[config.mk]
export PLATFORM = sky130hd
export DESIGN_NAME = t1dm_sync_byte
export DESIGN_NICKNAME = d
export VERILOG_FILES = /design/src/rtl/t1dm_pkg.sv /design/src/rtl/t1dm_tx_insert.sv /design/src/rtl/t1dm_rx_check.sv /design/src/rtl/t1dm_err_counter.sv /design/src/rtl/t1dm_sync_byte.sv
export SDC_FILE = /design/constraint.sdc
export NUM_CORES = 1
export LEC_CHECK = 0
export ABC_AREA = 1
export BUFFER_PORTS_ARGS = -buffer_cell sky130_fd_sc_hd__buf_2
export CELL_PAD_IN_SITES_DETAIL_PLACEMENT = 0
export CELL_PAD_IN_SITES_GLOBAL_PLACEMENT = 1
export CORE_MARGIN = 3
export CORE_UTILIZATION = 28
export CTS_CLUSTER_DIAMETER = 200
export DETAILED_ROUTE_END_ITERATION = 8
export PLACE_DENSITY_LB_ADDON = 0.05
export SETUP_SLACK_MARGIN = 0.5
export SYNTH_ARGS = -nofsm -noshare
export SYNTH_HDL_FRONTEND = slang
export SYNTH_SLANG_ARGS = --single-unit
[constraint.sdc]
create_clock -name clk -period 1.25 [get_ports clk]
set_input_delay 0.375 -clock clk [delete_from_list [all_inputs] [get_ports clk]]
set_output_delay 0.375 -clock clk [all_outputs]
set_load 0.1 [all_outputs]
[src/rtl/t1dm_pkg.sv]
package t1dm_pkg;
  localparam int BYTE_W = 8;
  // fixed positions 7..3 and 0 are checked; 2 (Y) and 1 (R) are live
  localparam logic [BYTE_W-1:0] FIX_MASK = 8'b1111_1001;
  localparam logic [BYTE_W-1:0] FIX_PAT  = 8'b1011_1000;
  localparam int Y_POS = 2;
  localparam int R_POS = 1;

  function automatic logic [BYTE_W-1:0] build_sync(input logic y, input logic r);
    logic [BYTE_W-1:0] b;
    b = FIX_PAT;
    b[Y_POS] = y;
    b[R_POS] = r;
    return b;
  endfunction
endpackage

[src/rtl/t1dm_tx_insert.sv]
module t1dm_tx_insert #(
  parameter int CH_W    = 5,
  parameter int SYNC_CH = 24
) (
  input  logic                        clk,
  input  logic                        rst,
  input  logic                        en,
  input  logic                        frame_start,
  input  logic                        yellow_req,
  input  logic                        aux_bit,
  input  logic                        in_vld,
  input  logic [CH_W-1:0]             in_ch,
  input  logic [t1dm_pkg::BYTE_W-1:0] in_data,
  output logic                        out_vld,
  output logic [t1dm_pkg::BYTE_W-1:0] out_data
);
  import t1dm_pkg::*;

  logic y_hold, r_hold;
  logic y_eff, r_eff;
  logic hit;

  assign y_eff = frame_start ? yellow_req : y_hold;
  assign r_eff = frame_start ? aux_bit    : r_hold;
  assign hit   = in_vld && en && (in_ch == CH_W'(SYNC_CH));

  always_ff @(posedge clk) begin
    if (rst) begin
      y_hold   <= 1'b0;
      r_hold   <= 1'b0;
      out_vld  <= 1'b0;
      out_data <= '0;
    end else begin
      if (frame_start) begin
        y_hold <= yellow_req;
        r_hold <= aux_bit;
      end
      out_vld  <= in_vld;
      out_data <= hit ? build_sync(y_eff, r_eff) : in_data;
    end
  end
endmodule

[src/rtl/t1dm_rx_check.sv]
module t1dm_rx_check #(
  parameter int CH_W    = 5,
  parameter int SYNC_CH = 24
) (
  input  logic                        clk,
  input  logic                        rst,
  input  logic                        en,
  input  logic                        in_vld,
  input  logic [CH_W-1:0]             in_ch,
  input  logic [t1dm_pkg::BYTE_W-1:0] in_data,
  output logic                        out_vld,
  output logic [t1dm_pkg::BYTE_W-1:0] out_data,
  output logic                        yellow,
  output logic                        aux_bit,
  output logic                        aux_vld,
  output logic                        err_pulse,
  output logic                        mismatch_now
);
  import t1dm_pkg::*;

  logic hit;

  assign hit          = in_vld && en && (in_ch == CH_W'(SYNC_CH));
  assign mismatch_now = hit && ((in_data & FIX_MASK) != FIX_PAT);

  always_ff @(posedge clk) begin
    if (rst) begin
      out_vld   <= 1'b0;
      out_data  <= '0;
      yellow    <= 1'b0;
      aux_bit   <= 1'b0;
      aux_vld   <= 1'b0;
      err_pulse <= 1'b0;
    end else begin
      out_vld   <= in_vld;
      out_data  <= in_data;
      aux_vld   <= hit;
      err_pulse <= mismatch_now;
      if (hit) begin
        yellow  <= in_data[Y_POS];
        aux_bit <= in_data[R_POS];
      end
    end
  end
endmodule

[src/rtl/t1dm_err_counter.sv]
module t1dm_err_counter #(
  parameter int CNT_W = 8
) (
  input  logic             clk,
  input  logic             rst,
  input  logic             inc,
  input  logic             clr,
  output logic [CNT_W-1:0] count
);
  localparam logic [CNT_W-1:0] CNT_MAX = {CNT_W{1'b1}};

  always_ff @(posedge clk) begin
    if (rst || clr) begin
      count <= '0;
    end else if (inc && (count != CNT_MAX)) begin
      count <= count + 1'b1;
    end
  end
endmodule

[src/rtl/t1dm_sync_byte.sv]
module t1dm_sync_byte #(
  parameter int CH_W    = 5,
  parameter int SYNC_CH = 24,
  parameter int CNT_W   = 8
) (
  input  logic             clk,
  input  logic             rst,
  input  logic             t1dm_en,
  input  logic             frame_start,
  input  logic             yellow_req,
  input  logic             tx_r,
  input  logic             tx_vld,
  input  logic [CH_W-1:0]  tx_ch,
  input  logic [7:0]       tx_data,
  input  logic             rx_vld,
  input  logic [CH_W-1:0]  rx_ch,
  input  logic [7:0]       rx_data,
  input  logic             err_clr,
  output logic             tx_out_vld,
  output logic [7:0]       tx_out_data,
  output logic             rx_out_vld,
  output logic [7:0]       rx_out_data,
  output logic             rx_yellow,
  output logic             rx_r,
  output logic             rx_r_vld,
  output logic             sync_err,
  output logic [CNT_W-1:0] err_count
);
  logic mismatch;

  t1dm_tx_insert #(.CH_W(CH_W), .SYNC_CH(SYNC_CH)) u_tx (
    .clk(clk), .rst(rst), .en(t1dm_en), .frame_start(frame_start),
    .yellow_req(yellow_req), .aux_bit(tx_r), .in_vld(tx_vld),
    .in_ch(tx_ch), .in_data(tx_data), .out_vld(tx_out_vld),
    .out_data(tx_out_data)
  );

  t1dm_rx_check #(.CH_W(CH_W), .SYNC_CH(SYNC_CH)) u_rx (
    .clk(clk), .rst(rst), .en(t1dm_en), .in_vld(rx_vld), .in_ch(rx_ch),
    .in_data(rx_data), .out_vld(rx_out_vld), .out_data(rx_out_data),
    .yellow(rx_yellow), .aux_bit(rx_r), .aux_vld(rx_r_vld),
    .err_pulse(sync_err), .mismatch_now(mismatch)
  );

  t1dm_err_counter #(.CNT_W(CNT_W)) u_cnt (
    .clk(clk), .rst(rst), .inc(mismatch), .clr(err_clr), .count(err_count)
  );
endmodule

==> flow_summary.yaml <==
status:
  failed_checks: "negative setup slack"
  outcome: "complete, but fails checks"
final_layout:
  area_growth_pct: 125
  layout-drive-gt1-share_pct: 70.5
  reg_top3: "u_cnt.count (8), u_rx.out_data (8), u_tx.out_data (8)"
  fill_cells: 365
  final_util_pct: 67.0
  antenna_cells: 0
  fin_cells: 327
  nets: 310
  register_area_um2: 753
  multi_input_area_um2: 796
place:
  dp.final_hpwl_um: 2950
  place_inst: 301
  gp_congestion: 0.774
  io_buffers: 64
  detailedPlace.worstSlack_ps: -118
clock_network:
  insertion_delay_ps: 280
  cts_tree: "built"
  cts.sinks: 32
  clk_path_buf_depth: 2
  clk_pin_slew_ps: 60
  h-tree-depth: 2
  clock_tree.root_cell: "clkbuf_8"
  numCtsBuffers: 5
sta:
  slew_headroom_pct: 81.5
  worst_slack_ps: -52.6
  fin_crit_sh_pct: 104
  max_freq_ghz: 0.768
  clock_skew_ps: 10.2
  worstMarginPinSlew_ps: 277
  final_hold_viol_count: 0
  rsz0062_at_grt: "yes"
  layout_min_cycle_time_ps: 1300
  finalSetupViolations: 6
  maxSlewViolCount: 0
global_route:
  antenna_found_initial: 0
  grt_pass1_wl_um: 6580
  grt_pass1_vias: 1438
  grt-ovfl-total: 0
  grt_max_degree: 13
  grt_usage_pct: 15.6
run:
  max-cap-violations: 0
worst_setup_path:
  endpoint_kind: "output port"
  cp.arrival_ps: 930
  critPathMaxFanout: 3
  r2r_slack_ps: -20
  start_kind: "flop"
  critPathRequiredTime_ps: 880
  crit_type: "reg2out"
power:
  power_leakage_nw: 1.34
  ir_drop_mv: 0.804
  p_per_area_nw_per_um2: 875
logic_synthesis:
  yosys_warnings: 0
  synthesis.nets: 215
  synth_cell_types: 24
  seq_area_frac_synth_pct: 48.1
  syn-cell-area_um2: 1330
  synthCells: 179
  syn-mean-instance-area_um2: 7.44
  ys_ff_latch: 32
detailed_routing:
  dr.pass1.iters: 4
  drtAntennaViolNets: 0
  vias: 1461
  first_iter_violations: 57
  drc_errors: 0
  drt_wl_total_um: 3900
  via_per_inst: 4.47
  routedWlPerCell_um: 11.9
die:
  fp.dieW_um: 75.0
  die_h_um: 75.0
  core.rowCount: 24
  start_util_pct: 29.8
  pin_count: 65
  core_area_um2: 4470
  dieArea_um2: 5620
hold_path:
  hold_class: "in2reg"
-- stage by stage --
step	TNS, ps	instance area (µm²)	hold slack (ps)	power (mW)
3_5_place_dp	-647	2480	509	1.64
5_1_grt	-622	3000	289	2.75
2_1_floorplan	-690	1630	475	1.40
3_3_place_gp	-526	2480	506	1.63
6_report	-122	3000	303	2.62
4_1_cts	-93.7	2880	288	2.65
-- worst paths after layout --
path,from,end,cells past startpoint
max reg2reg,u_cnt.count[1]$_SDFFE_PP0P_,u_cnt.count[1]$_SDFFE_PP0P_,8
max,u_cnt.count[0]$_SDFFE_PP0P_,err_count[0],2
min reg2reg,u_cnt.count[4]$_SDFFE_PP0P_,u_cnt.count[4]$_SDFFE_PP0P_,2
min,rx_vld,u_rx.out_vld$_SDFF_PP0_,3
-- synth_stat cells (all sizes together) --
library cell | n | area share (%)
o21ai | 2 | 0.75
or2 | 1 | 0.47
clkinv | 1 | 0.28
buf | 2 | 0.94
nor3 | 3 | 1.1
inv | 33 | 9.3
ha | 1 | 0.94
dfxtp | 32 | 48
nor3b | 1 | 0.56
o21bai | 1 | 0.56
nand4 | 2 | 0.94
a21oi | 17 | 6.4
xnor2 | 1 | 0.66
nand3 | 13 | 5.8
clkbuf | 1 | 0.28
xor2 | 1 | 0.66
nand2 | 39 | 12
nor2 | 28 | 10
-- worst max-delay path: stages, from the launching register on --
cell     delay (ps)
dfxtp_4         380
buf_6           110
buf_12          160
-- layer usage --
layer | global-route usage (%) | share of wire [%] | up-vias
met5 | 0 | 0 | -
met4 | 5.34 | 0.95 | 0
met3 | 6.28 | 8.3 | 4
met2 | 26.4 | 54 | 45
met1 | 17.8 | 37 | 669
li1 | - | - | 743
-- area by class of cell --
type,instances,area share [%]
inverters,34,5.93
repair buffers,91,36.6
well taps,52,2.17
clock buffers,6,2.42
multi-input cells,110,26.6
clock inverters,2,1.17
flip-flops and latches,32,25.1
-- logic make-up after synthesis --
family,after synthesis,synth area share [%]
AOI/OAI and AO/OA,20,7.70
xor gates and xnor gates,2,1.31
adders and majority gates,1,0.939
buffers and inverters,37,10.8
DFF,32,48.1
and+or+nand+nor,87,31.2
-- report_power, final --
part           internal, mW  switching, mW
registers              1.02         0.0268
logic                 0.245          0.377
clock network         0.591          0.366
-- repair_timing --
item,4_1_cts,5_1_grt
gates resized for setup,40,26
endpoints found under the hold margin,0,0
setup buffers,14,4
pin swaps,20,16
hold buffers,0,0
setup endpoints to repair,50,50
-- cells in the final DEF (no fill, tap or decap), types with 2 or more instances in the layout --
master	synthesis	routed
buf_12	0	33
nand2_1	35	22
nand3_2	0	3
nor3_2	0	2
nand2_4	1	7
buf_6	0	15
nor2_1	24	16
inv_1	32	24
o21ai_2	0	2
nor2_4	4	8
buf_2	1	25
dfxtp_4	0	30
nor2_2	0	4
inv_12	0	3
a21oi_1	17	5
nand2_2	3	10
a21oi_2	0	12
nand4_1	2	2
inv_2	1	4
clkbuf_8	0	5
nand3_4	1	3
nand3_1	12	7
dfxtp_1	32	2
buf_4	1	17
(Power assumes the default switching activity.)
